**config.mk**
```make
export PLATFORM = sky130hd
export DESIGN_NAME = flow_tally
export DESIGN_NICKNAME = d
export VERILOG_FILES = /design/src/rtl/flow_tally.sv
export SDC_FILE = /design/constraint.sdc
export NUM_CORES = 1
export LEC_CHECK = 0
export BUFFER_PORTS_ARGS = -buffer_cell sky130_fd_sc_hd__buf_2
export CORE_MARGIN = 2
export CORE_UTILIZATION = 40
export DETAILED_ROUTE_END_ITERATION = 16
export PLACE_DENSITY_LB_ADDON = 0.12
export SETUP_SLACK_MARGIN = 0.02
export SYNTH_ARGS = -nofsm -noshare
export SYNTH_HDL_FRONTEND = slang
export SYNTH_SLANG_ARGS = --single-unit
export TNS_END_PERCENT = 20
```
**constraint.sdc**
```tcl
create_clock -name clk -period 3.1 [get_ports clk]
set_input_delay 0.62 -clock clk [delete_from_list [all_inputs] [get_ports clk]]
set_output_delay 0.62 -clock clk [all_outputs]
set_load 0.005 [all_outputs]
```
**src/rtl/flow_tally.sv**
```systemverilog
module flow_tally #(
  parameter int CNT_W = 32,
  parameter int IDX_W = 3
) (
  input  logic             clk,
  input  logic             rst_n,
  input  logic             trig_i,
  input  logic             calib_i,
  input  logic             evt_sent_i,
  input  logic             evt_miss_i,
  input  logic             snap_i,
  input  logic             clr_i,
  input  logic             rd_en_i,
  input  logic [IDX_W-1:0] rd_idx_i,
  output logic [CNT_W-1:0] rd_data_o,
  output logic             rd_valid_o
);
  localparam int NCNT = 4;
  localparam int RUN  = 3;

  logic [NCNT-1:0][CNT_W-1:0] live_q, shad_q;
  logic [NCNT-1:0]            ovf_q, ovf_shad_q;
  logic [NCNT-1:0]            inc;
  logic [CNT_W-1:0]           rd_sel;

  assign inc = {evt_sent_i, evt_sent_i, calib_i, trig_i};

  for (genvar g = 0; g < NCNT; g++) begin : g_cnt
    always_ff @(posedge clk) begin
      if (!rst_n || clr_i) begin
        live_q[g] <= '0;
        ovf_q[g]  <= 1'b0;
      end else if (g == RUN && evt_miss_i) begin
        live_q[g] <= '0;
      end else if (inc[g]) begin
        live_q[g] <= live_q[g] + 1'b1;
        if (&live_q[g]) ovf_q[g] <= 1'b1;
      end
    end
  end

  always_ff @(posedge clk) begin
    if (!rst_n) begin
      shad_q     <= '0;
      ovf_shad_q <= '0;
    end else if (snap_i) begin
      shad_q     <= live_q;
      ovf_shad_q <= ovf_q;
    end
  end

  always_comb begin
    rd_sel = '0;
    if (rd_idx_i < IDX_W'(NCNT)) rd_sel = shad_q[rd_idx_i[1:0]];
    else if (rd_idx_i == IDX_W'(NCNT)) rd_sel[NCNT-1:0] = ovf_shad_q;
  end

  always_ff @(posedge clk) begin
    if (!rst_n) begin
      rd_valid_o <= 1'b0;
      rd_data_o  <= '0;
    end else begin
      rd_valid_o <= rd_en_i;
      if (rd_en_i) rd_data_o <= rd_sel;
    end
  end
endmodule


```
# Word-level counts from Yosys, hierarchy flattened
# Cells that the tools add are included.
[totals]
out_inout_bits = 33
word_cells = 35
register_bits = 297
[op_classes]
mux = 5
bitwise = 1
magnitude_cmp = 2
n_addsub = 4
reduce_logical = 7
eq_ne = 1
[op_table]
columns = ["op", "count"]
rows = [
  ["$add 32x1->32 const B", 4],
  ["$reduce_and 33->1", 3],
  ["$bmux 32 s2", 1],
  ["$reduce_and 34->1", 1],
  ["$mux 32", 1],
  ["$mux 28", 1],
  ["$mux 4", 2],
  ["$eq 3x3->1 const B", 1],
  ["$lt 2x3->1 const B", 1],
  ["$lt 3x3->1 const B", 1],
  ["$reduce_or 2->1", 1],
  ["$logic_not 1->1", 1],
  ["$logic_or 1x1->1", 1],
  ["$not 1->1", 1],
]

# Depth between registers and ports, before layout
[depth]
depth_word = 3
ltp_mapped = 7

# Worst setup path after synthesis
# Ideal clock, no wire load.
[synth_path]
path_type = "in2reg"
from = "input port calib_i"
to = "register live_q[63] (netlist name)"
arrival_time_ns = 2.125
path_stages = 5
path_slack_ns = 0.854
n_path_buf = 1
path_cell_list = "buf_2 -> nand4_2 -> or4_4 -> nor4_1 -> mux2_2"
[synth_lines]
columns = ["item", "line_no", "text"]
rows = [
  ["from (decl)", "8", "input logic calib_i,"],
  ["to (signal, indexed assignment)", "36", "live_q[g] <= live_q[g] + 1'b1;"],
  ["to (decl)", "21", "logic [NCNT-1:0][CNT_W-1:0] live_q, shad_q;"],
]

# Final worst setup path
[layout_path]
from = "register live_q[2] (netlist name)"
to = "register live_q[31] (netlist name)"
[layout_between]
elab_chain_len = 1
[layout_rtl]
columns = ["item", "line_no"]
rows = [
  ["$add 32x1->32", "36"],
]
# Every way passes these cells.
# A chain may end at the register's enable or synchronous reset.

==> reports/summary.txt <==
Pin count of the biggest net entering global routing -> 101
Input/output buffers -> 44
Max Slew Vio Count -> 0
Total Wirelength -> 33000 um
Netlist area before placement -> 0.0131 mm^2
Slowest CP cell -> or4_1
Syn_area_per_cell -> 9.85 um^2
Clk pin slew, worst setup/hold paths -> 60 ps
FFs w/ async S/R, synth -> 0%
Relative slew slack -> 41.7%
Status -> finished, final reports clean
Syn nets -> 1346
Wire length of the first global-routing pass -> 52200 um
Worst-Skew Late Latency -> 510 ps
Syn. warnings -> 0
Tightest Hold Check Type -> primary input to flip-flop
GRT Overall Usage -> 19.5%
CP cell instances -> nand4_1, or4_1, or4_1, a21oi_1
Hold path cells -> 3
DR vias -> 9706
Lkg Pwr -> 5.26 nW
Worst R2R Start -> live_q[2]
1st-pass router iterations -> 5
Commonest non-fill, non-tap cells in the layout -> dfxtp_1 (297), nor2b_1 (188), mux2i_1 (139)
Vias in the first global route -> 8953
R2r setup slk -> 630 ps
Met1 usage -> 28.8%
Post-synth EDFFs -> 0
Die Ht -> 185 um
Busiest layer in global routing -> met2
Hold buffers post-CTS -> 0
TritonCTS clock tree -> built
Sequential area share after synthesis -> 45.4%
Remaining global-route overflow -> 0
CP Capture Type -> flip-flop
Met3 Usage GRT -> 2.79%
Clock Sink Count -> 297
WS Path Type -> flip-flop to flip-flop
Layout cells sized above 1 -> 12.5%
Crit path time final -> 2470 ps
Core footprint -> 0.0324 mm^2
Pin slew with the least headroom to its limit -> 874 ps
CP required -> 3520 ps
Post-cts resize count -> 0
DP Worst Slack -> 575 ps
CP max stage delay -> 910 ps
Drt initial violations -> 626
RSZ-0062 raised after global routing -> no
Die area -> 0.0342 mm^2
Final net count -> 1360
Via/cell ratio -> 5.36
Synth Flop Type -> dfxtp_1
Reg2Reg Capture Point -> live_q[31]
Met2 usage -> 29.4%
Arr. time, crit path -> 2890 ps
Fmax -> 404 MHz
Worst Hold Launch -> evt_miss_i
Antenna cells -> 0
Tot Pwr -> 8.36 mW
Routability cong. -> 0.765
Post-synth top area share -> 45.4%
Starting density of the core -> 40.5%
Cell variety after synth -> 46
Setup Buffers After CTS -> 0
Max VDD drop -> 0.270 mV
Post-detail-place hpwl -> 22200 um
Final hold vios -> 0
Leading area contributor after synthesis -> dfxtp_1
Setup crit start kind -> flip-flop
Area grow syn2layout -> 14.3%
Hold_ws -> 417 ps
Worst-path fanout max -> 17
Synthesis-stage register bit count -> 297
Post-route clock period utilization -> 79.8%
Total CTS buffers -> 35
Cell count after synthesis -> 1330
Hold Path Sink -> live_q[127]
Die Wd -> 185 um
Setup TNS -> 0 ps
Clock root cell -> clkbuf_16
CP most frequent cell -> or4_1
Initial antenna violation count -> 0
Final antenna-violating net count -> 0
Top area cells in the synthesized netlist -> dfxtp_1 (45%), mux2i_1 (11%), nor2b_1 (9.1%)
Cell family with most CP delay -> simple AND/OR/NAND/NOR gates
Worst r2r path cells -> 4
FP Rows -> 66
Worst Path Buf+Inv -> 0
Routed len/inst -> 18.2 um
Setup WS post-layout -> 627 ps
DRC viols -> 0
CTS H-tree depth -> 2
MaxCap Viol Count -> 0
Most common cell after layout, fill and taps aside -> dfxtp_1
Fillers -> 3140
Worst Clk Skew -> 20.2 ps
Pwr/cell area -> 559 mW/mm^2
Final setup viols -> 0
Number of I/O pins -> 45
Max Root-Sink Buffers -> 3
## worst max path at each step
stage	from	end	cells past startpoint
detailed placement	calib_i	live_q[60]	5
floorplan	calib_i	live_q[63]	5
finish	live_q[2]	live_q[31]	4
global route	live_q[32]	live_q[60]	5
CTS	live_q[2]	live_q[31]	4
global placement	calib_i	live_q[60]	5
## per-layer routing
layer | routed length [um] | vias up
met5 | 0 | -
met4 | 743 | 0
met3 | 1220 | 38
met2 | 14200 | 157
li1 | - | 4831
met1 | 16900 | 4680
## synthesized netlist by cell type (24+ instances only)
library cell / instances
o21ai_0: 36
dfxtp_1: 297
or4_1: 36
a21oi_1: 99
clkbuf_1: 70
nand3_1: 40
mux2i_1: 139
nor2_1: 52
or3_1: 30
nand4_1: 33
mux4_2: 32
o31ai_1: 35
nand2_1: 49
xor2_1: 24
nor2b_1: 190
## power breakdown
part           switching [mW]  internal, mW  total [mW]
registers             0.00744          3.82        3.83
logic                   0.179         0.123       0.302
clock network            1.61          2.61        4.23
total                    1.80          6.56        8.36
## through the flow
stage	cell area [um^2]	utilization (%)	instances
finish	15000	46.2	1811
global route	15000	46.2	1811
CTS	15000	46.2	1811
detailed placement	13800	42.5	1749
global placement	13800	42.5	1749
floorplan	13100	-	1330
## sequential cells by signal, summed over array words and instances, names as in the netlist
| name | flops |
|---|---|
| shad_q | 128 |
| rd_data_o | 32 |
| ovf_q | 4 |
| live_q | 128 |
| ovf_shad_q | 4 |
| rd_valid_o | 1 |
## cells by family (layout without fill, tap and decap cells)
group                      after synthesis  count (layout)  share of synthesized area (%)
AOI/OAI and AO/OA                      193             193                           8.63
xor gates and xnor gates                45              45                           3.01
adders and majority gates                4               4                          0.382
buffers and inverters                  108             147                           3.32
DFF                                    297             297                           45.4
muxes                                  172             172                           16.2
and+or+nand+nor                        511             511                           23.1
## tightest hold or removal path: cells and delay by family
kind	cells	cell delay, ps
and+or+nand+nor	1	120
AOI/OAI and AO/OA	1	40
buffers and inverters	1	90
## final cells by class
class	count	area (um^2)	share of cell area, %
clock buffers	50	1050	7.05
well taps	442	553	3.70
inverters	15	56.3	0.376
clock inverters	12	139	0.928
repair buffers	70	487	3.25
flip-flops and latches	297	5950	39.7
multi-input cells	925	6730	45.0
(Power assumes the default switching activity.)
